[src/rtl/pcm_port_pkg.sv]
`timescale 1ns/1ps
package pcm_port_pkg;

   typedef enum logic {
      FMT_LINEAR  = 1'b0,
      FMT_COMPAND = 1'b1
   } pcm_fmt_e;

   // number of data-carrying slots for a given format
   function automatic int unsigned used_slots(pcm_fmt_e f, int unsigned lin_w,
                                              int unsigned cmp_w);
      return (f == FMT_COMPAND) ? cmp_w : lin_w;
   endfunction

endpackage

[src/rtl/pcm_sync_bit.sv]
`timescale 1ns/1ps
module pcm_sync_bit #(
   parameter int STAGES = 2
) (
   input  logic clk,
   input  logic rst,
   input  logic din,
   output logic dout
);
   if (STAGES < 2) begin : g_bad_stages
      $error("pcm_sync_bit: STAGES must be at least 2");
   end

   logic [STAGES-1:0] chain;

   for (genvar i = 0; i < STAGES; i++) begin : g_stage
      if (i == 0) begin : g_first
         always_ff @(posedge clk) begin
            if (rst) chain[0] <= 1'b0;
            else     chain[0] <= din;
         end
      end else begin : g_next
         always_ff @(posedge clk) begin
            if (rst) chain[i] <= 1'b0;
            else     chain[i] <= chain[i-1];
         end
      end
   end

   assign dout = chain[STAGES-1];
endmodule

[src/rtl/pcm_edge_det.sv]
`timescale 1ns/1ps
module pcm_edge_det #(
   parameter int STAGES = 2
) (
   input  logic clk,
   input  logic rst,
   input  logic din,
   output logic rise,
   output logic fall
);
   logic lvl;
   logic lvl_q;

   pcm_sync_bit #(.STAGES(STAGES)) i_sync (
      .clk (clk),
      .rst (rst),
      .din (din),
      .dout(lvl)
   );

   always_ff @(posedge clk) begin
      if (rst) lvl_q <= 1'b0;
      else     lvl_q <= lvl;
   end

   assign rise = lvl & ~lvl_q;
   assign fall = ~lvl & lvl_q;
endmodule

[src/rtl/pcm_tx_shifter.sv]
`timescale 1ns/1ps
module pcm_tx_shifter
   import pcm_port_pkg::*;
#(
   parameter int SLOTS = 16,
   parameter int LIN_W = 14,
   parameter int CMP_W = 8
) (
   input  logic             clk,
   input  logic             rst,
   input  logic             load,
   input  logic             shift,
   input  pcm_fmt_e         fmt,
   input  logic [LIN_W-1:0] word,
   output logic             sd
);
   localparam int LPAD = SLOTS - LIN_W;
   localparam int CPAD = SLOTS - CMP_W;

   logic [SLOTS-1:0] sr;
   logic [SLOTS-1:0] load_val;

   // left-justify the sample; trailing slots filled with zero
   assign load_val = (fmt == FMT_COMPAND) ? {word[CMP_W-1:0], {CPAD{1'b0}}}
                                          : {word, {LPAD{1'b0}}};

   always_ff @(posedge clk) begin
      if (rst)        sr <= '0;
      else if (load)  sr <= load_val;
      else if (shift) sr <= {sr[SLOTS-2:0], 1'b0};
   end

   assign sd = sr[SLOTS-1];
endmodule

[src/rtl/pcm_rx_deser.sv]
`timescale 1ns/1ps
module pcm_rx_deser
   import pcm_port_pkg::*;
#(
   parameter int LIN_W = 14,
   parameter int CMP_W = 8
) (
   input  logic             clk,
   input  logic             rst,
   input  logic             clear,
   input  logic             capture,
   input  logic             last,
   input  pcm_fmt_e         fmt,
   input  logic             bit_in,
   output logic [LIN_W-1:0] word_o,
   output logic             valid_o
);
   logic [LIN_W-2:0] sr;

   always_ff @(posedge clk) begin
      if (rst) begin
         sr      <= '0;
         word_o  <= '0;
         valid_o <= 1'b0;
      end else begin
         valid_o <= 1'b0;
         if (clear) begin
            sr <= '0;
         end else if (capture) begin
            sr <= {sr[LIN_W-3:0], bit_in};
            if (last) begin
               valid_o <= 1'b1;
               if (fmt == FMT_COMPAND)
                  word_o <= {{(LIN_W-CMP_W){1'b0}}, sr[CMP_W-2:0], bit_in};
               else
                  word_o <= {sr, bit_in};
            end
         end
      end
   end


   valid_pulse_chk: assert property (@(posedge clk) disable iff (rst)
      valid_o |=> !valid_o);


   upper_zero_chk: assert property (@(posedge clk) disable iff (rst)
      (valid_o && fmt == FMT_COMPAND) |-> (word_o[LIN_W-1:CMP_W] == '0));
endmodule

[src/rtl/pcm_serial_port.sv]
`timescale 1ns/1ps
module pcm_serial_port
   import pcm_port_pkg::*;
#(
   parameter int SLOTS         = 16,
   parameter int LIN_W         = 14,
   parameter int CMP_W         = 8,
   parameter int SYNC_STAGES   = 2,
   parameter bit FRAME_ON_RISE = 1'b1
) (
   input  logic             clk,
   input  logic             rst,
   input  logic             bclk_i,
   input  logic             fsync_i,
   input  logic             sdin_i,
   input  logic             fmt_sel_i,
   input  logic             alaw_sel_i,
   input  logic [LIN_W-1:0] adc_word_i,
   input  logic             adc_valid_i,
   output logic             sdout_o,
   output logic [LIN_W-1:0] dac_word_o,
   output logic             dac_valid_o,
   output logic             frame_compand_o,
   output logic             frame_alaw_o
);
   localparam int SW = $clog2(SLOTS);
   localparam logic [SW-1:0] LAST_SLOT = SW'(SLOTS - 1);

   if (SLOTS <= LIN_W) begin : g_bad_slots
      $error("pcm_serial_port: SLOTS must exceed LIN_W");
   end
   if (LIN_W <= CMP_W || CMP_W < 2) begin : g_bad_widths
      $error("pcm_serial_port: need LIN_W > CMP_W >= 2");
   end

   logic bclk_rise, bclk_fall, fs_rise, fs_fall, sdin_s;
   logic frame_start;

   pcm_edge_det #(.STAGES(SYNC_STAGES)) i_bclk_edge (
      .clk(clk), .rst(rst), .din(bclk_i), .rise(bclk_rise), .fall(bclk_fall));

   pcm_edge_det #(.STAGES(SYNC_STAGES)) i_fsync_edge (
      .clk(clk), .rst(rst), .din(fsync_i), .rise(fs_rise), .fall(fs_fall));

   // same latency as the bit clock path keeps data aligned with its edges
   pcm_sync_bit #(.STAGES(SYNC_STAGES)) i_sdin_sync (
      .clk(clk), .rst(rst), .din(sdin_i), .dout(sdin_s));

   assign frame_start = FRAME_ON_RISE ? fs_rise : fs_fall;

   // transmit word holding register
   logic [LIN_W-1:0] adc_hold, adc_next;

   always_ff @(posedge clk) begin
      if (rst)              adc_hold <= '0;
      else if (adc_valid_i) adc_hold <= adc_word_i;
   end

   assign adc_next = adc_valid_i ? adc_word_i : adc_hold;

   // frame state
   logic          active;
   logic [SW-1:0] slot;
   pcm_fmt_e      fmt_q;
   logic          law_q;
   logic [SW:0]   valid_cnt;
   logic          in_valid, is_last;

   always_ff @(posedge clk) begin
      if (rst) begin
         active <= 1'b0;
         slot   <= '0;
         fmt_q  <= FMT_LINEAR;
         law_q  <= 1'b0;
      end else if (frame_start) begin
         active <= 1'b1;
         slot   <= '0;
         fmt_q  <= pcm_fmt_e'(fmt_sel_i);
         law_q  <= alaw_sel_i;
      end else if (active && bclk_fall && slot != LAST_SLOT) begin
         slot   <= slot + 1'b1;
      end
   end

   assign valid_cnt = (SW+1)'(used_slots(fmt_q, LIN_W, CMP_W));
   assign in_valid  = ({1'b0, slot} < valid_cnt);
   assign is_last   = ({1'b0, slot} == valid_cnt - 1'b1);

   pcm_tx_shifter #(.SLOTS(SLOTS), .LIN_W(LIN_W), .CMP_W(CMP_W)) i_tx (
      .clk  (clk),
      .rst  (rst),
      .load (frame_start),
      .shift(active & bclk_fall & ~frame_start),
      .fmt  (pcm_fmt_e'(fmt_sel_i)),
      .word (adc_next),
      .sd   (sdout_o)
   );

   pcm_rx_deser #(.LIN_W(LIN_W), .CMP_W(CMP_W)) i_rx (
      .clk    (clk),
      .rst    (rst),
      .clear  (frame_start),
      .capture(active & bclk_rise & in_valid & ~frame_start),
      .last   (is_last),
      .fmt    (fmt_q),
      .bit_in (sdin_s),
      .word_o (dac_word_o),
      .valid_o(dac_valid_o)
   );

   assign frame_compand_o = (fmt_q == FMT_COMPAND);
   assign frame_alaw_o    = law_q;


   idle_quiet_chk: assert property (@(posedge clk) disable iff (rst)
      !active |-> (!sdout_o && !dac_valid_o));

   // padding slots carry zero
   pad_zero_chk: assert property (@(posedge clk) disable iff (rst)
      (active && !in_valid) |-> !sdout_o);


   slot_adv_chk: assert property (@(posedge clk) disable iff (rst)
      (active && bclk_fall && !frame_start && slot != LAST_SLOT)
         |=> (slot == $past(slot) + 1'b1));


   cfg_hold_chk: assert property (@(posedge clk) disable iff (rst)
      !frame_start |=> ($stable(frame_alaw_o) && $stable(frame_compand_o)));
endmodule

[config.mk]
export PLATFORM = sky130hd
export DESIGN_NAME = pcm_serial_port
export DESIGN_NICKNAME = d
export VERILOG_FILES = /design/src/rtl/pcm_port_pkg.sv /design/src/rtl/pcm_sync_bit.sv /design/src/rtl/pcm_edge_det.sv /design/src/rtl/pcm_tx_shifter.sv /design/src/rtl/pcm_rx_deser.sv /design/src/rtl/pcm_serial_port.sv
export SDC_FILE = /design/constraint.sdc
export NUM_CORES = 1
export LEC_CHECK = 0
export ABC_AREA = 1
export BUFFER_PORTS_ARGS = -buffer_cell sky130_fd_sc_hd__buf_2
export CAP_MARGIN = 25
export CORE_MARGIN = 1
export CORE_UTILIZATION = 59
export CTS_BUF_LIST = sky130_fd_sc_hd__clkbuf_8
export DETAILED_ROUTE_END_ITERATION = 10
export GPL_TIMING_DRIVEN = 0
export PLACE_DENSITY = 0.84
export SLEW_MARGIN = 20
export SYNTH_ARGS = -nofsm -noshare
export SYNTH_HDL_FRONTEND = slang
export SYNTH_SLANG_ARGS = --single-unit
[constraint.sdc]
create_clock -name clk -period 1.75 [get_ports clk]
set_clock_uncertainty 0.1 [all_clocks]
set_input_delay 0.35 -clock clk [delete_from_list [all_inputs] [get_ports clk]]
set_output_delay 0.35 -clock clk [all_outputs]
set_load 0.02 [all_outputs]
==> impl_metrics.ini <==
[route]
post_drt_wl_per_cell_microns = 12.5
drc = 0
wl_mm = 6.52
drtIter0Drc = 222
via_per_inst = 5.18
firstDrtPassIters = 4
ant_nets = 0
via_count = 2691

[critical_path]
cp.required_ps = 1890
arrival_ps = 1790
crit_family = simple AND/OR/NAND/NOR gates
critPathKind = flip-flop to flip-flop
cp-end-kind = flip-flop
crit_chain = ha_1 > nand3_2 > nand2_2 > nor2_4 > buf_6 > nand3_1 > nand2_1 > nor2_1
cpMaxStageDelayCell = dfxtp_4
setup.worst_path.start_class = flip-flop
cp_num_buf_inv = 1
cp_slowest_stage_delay_ps = 370
crit_fanout = 10

[logic_synthesis]
synthAdderAreaFrac = 0.0126
synth_seq_area_share = 0.476
avgSynthCellArea_sq_um = 7.44
muxShareOfSynthArea = 0
yosys_warnings = 0
ys_top_cells_by_area = dfxtp_1 48%, nor2_1 9.0%, nand2_1 6.9%
synth_cell_types = 26
yosys.area_share.simple = 0.255
ys_ff_latch = 71
synth_area_sq_um = 2990
synth-xor-area-share = 0
syn_inst = 402
synth_area_leader_cell = dfxtp_1
synth-compound-area-share = 0.137
syn-num-nets = 427
synth_top_area_share = 0.476
synth_top_family_by_area = simple AND/OR/NAND/NOR gates

[outcome]
status = finished, final reports clean

[clocking]
clock-sinks = 71
clk_path_buf_depth = 2
htree_levels = 3
cts_buffers = 9
cts.clk_slew.worst_paths_ps = 70
clock_latency_ps = 340
cts-root-buf = clkbuf_8
cts_tree = done

[timing]
fmax_ghz = 0.607
maxSlewViolCount = 0
rsz0062_at_grt = no
relSlewSlack = 0.615
report.final.hold_viol_count = 0
fin_crit_ps = 1650
tightest_slew_ps = 578
whs_ps = 106
setup_viol = 0
fin_crit_sh = 0.942

[floorplanning]
ios = 40
start_util = 0.625
die-area_sq_um = 5350
die_h_microns = 73.2
rows = 25
core_area_sq_um = 4790
fp.dieW_microns = 73.2

[place]
hpwl_mm = 4.66
placedCellCount = 506
globalplace.congestion = 0.851
io_buffers = 37
placedInstanceArea_sq_um = 3260

[power_and_ir_drop]
total_power_uw = 2980
powerDensity_nw_per_um2 = 871
ir_drop_v = 0.000542
p_leak_uw = 0.00162

[job]
drv_cap = 0

[layout]
final_layout_size_suffix_gt1_frac = 0.196
diodes = 0
final_nets = 475
area_growth_pct = 14.4
final_cell_area_sq_um = 3420
fin_cells = 520

[global_route]
grt_pass1_vias = 2323
grt.overflow.total = 0
grt_pass1_wl_mm = 10.5
grtUsageTotal = 0.262
grt_max_degree = 11
antenna_found_initial = 0

[min_path]
holdCritPathClass = primary input to flip-flop
[timing repair]
action | in CTS | in global routing
gates resized for setup | 1 | 4
gates cloned | 0 | 0
pin swaps | 0 | 0
hold buffers | 0 | 0
endpoints found under the setup margin | 12 | 17
buffers inserted | 0 | 0
[state kept, by name (all words and copies together) (netlist names)]
register / flops
active: 1
adc_hold: 14
frame_alaw_o: 1
frame_compand_o: 1
i_bclk_edge.i_sync.chain: 1
i_bclk_edge.i_sync.dout: 1
i_bclk_edge.lvl_q: 1
i_fsync_edge.i_sync.chain: 1
i_fsync_edge.i_sync.dout: 1
i_fsync_edge.lvl_q: 1
i_rx.sr: 13
i_rx.valid_o: 1
i_rx.word_o: 14
i_sdin_sync.chain: 1
i_sdin_sync.dout: 1
i_tx.sr: 14
slot: 4
[worst reg2reg max path, delay by kind of cell (launching register included)]
family / cells / cell delay, ps
fa+ha+maj: 1 / 320
buf+inv: 1 / 170
flops: 1 / 370
simple gates: 6 / 590
[Yosys cell counts]
cell and n:
ha_1 3, buf_2 3, clkbuf_1 5, nand3_2 1, nand2_1 55, o22ai_1 1, or2_2 4, o21ai_0 38
dfxtp_1 71, a21boi_1 1, nor2_2 4, nor2_4 4, inv_1 54, inv_2 3, nand2_2 7, clkinv_4 1
nor3_1 1, buf_4 3, nor2_1 72, a21oi_1 35, nand2_4 1, nand3_1 20, buf_6 7, nand4_1 2
a31oi_1 5, nand3b_1 1
[metal layers]
layer / global-route usage / share of wire
met3: 0.0691 / 0.053
met2: 0.386 / 0.44
met1: 0.359 / 0.48
met5: 0 / 0
met4: 0.118 / 0.019
[path summary, 6_finish.rpt]
check	from	endpoint	slack, ps	cells past startpoint
worst max-delay path	frame_compand_o	i_rx.word_o[7]	100	8
worst min-delay path	bclk_i	i_bclk_edge.i_sync.chain[0]	110	3
worst max register to register	frame_compand_o	i_rx.word_o[7]	100	8
worst min register to register	i_fsync_edge.i_sync.chain[0]	i_fsync_edge.i_sync.dout	300	2
[cell type report]
class                           instances  area (sq um)
Sequential cell                        71          1430
Timing Repair Buffer                   37           185
Clock buffer                            9           124
Inverter                               58           223
Multi-Input combinational cell        255          1220
Clock inverter                          5          21.3
Fill cell                             393          1370
Buffer                                 18           139
Tap cell                               67          83.8
[layout by cell type, fill, tap and decap left out, types with 3 or more instances in the layout]
cell type / netlist / layout
a31oi_1: 5 / 5
nor2_1: 72 / 72
o21ai_0: 38 / 38
buf_6: 7 / 6
buf_4: 3 / 3
ha_1: 3 / 3
nand2_2: 7 / 8
inv_2: 3 / 3
nor2_2: 4 / 4
clkbuf_1: 5 / 5
nand3_1: 20 / 19
or2_2: 4 / 4
buf_2: 3 / 40
nor2_4: 4 / 4
a21oi_1: 35 / 35
nand2_1: 55 / 54
dfxtp_1: 71 / 70
clkbuf_8: 0 / 9
inv_1: 54 / 57
[cells by family after synthesis]
group,count (synthesis)
simple gates,172
compound gates,80
buf+inv,76
flops,71
fa+ha+maj,3
[power by group]
part	switching, uW	internal (uW)
Clock	575	478
Sequential	22.4	1670
Combinational	149	85.0
Total	747	2230
[metrics by stage]
step / utilization / TNS (ps) / setup WS [ps]
after floorplan: - / 0 / 38.2
final: 0.714 / 0 / 102
after CTS: 0.711 / 0 / 52.5
after global placement: 0.681 / -10.7 / -10.7
after detailed placement: 0.681 / -89.4 / -30.4
after global routing: 0.714 / 0 / 8.94
(Power assumes the default switching activity.)
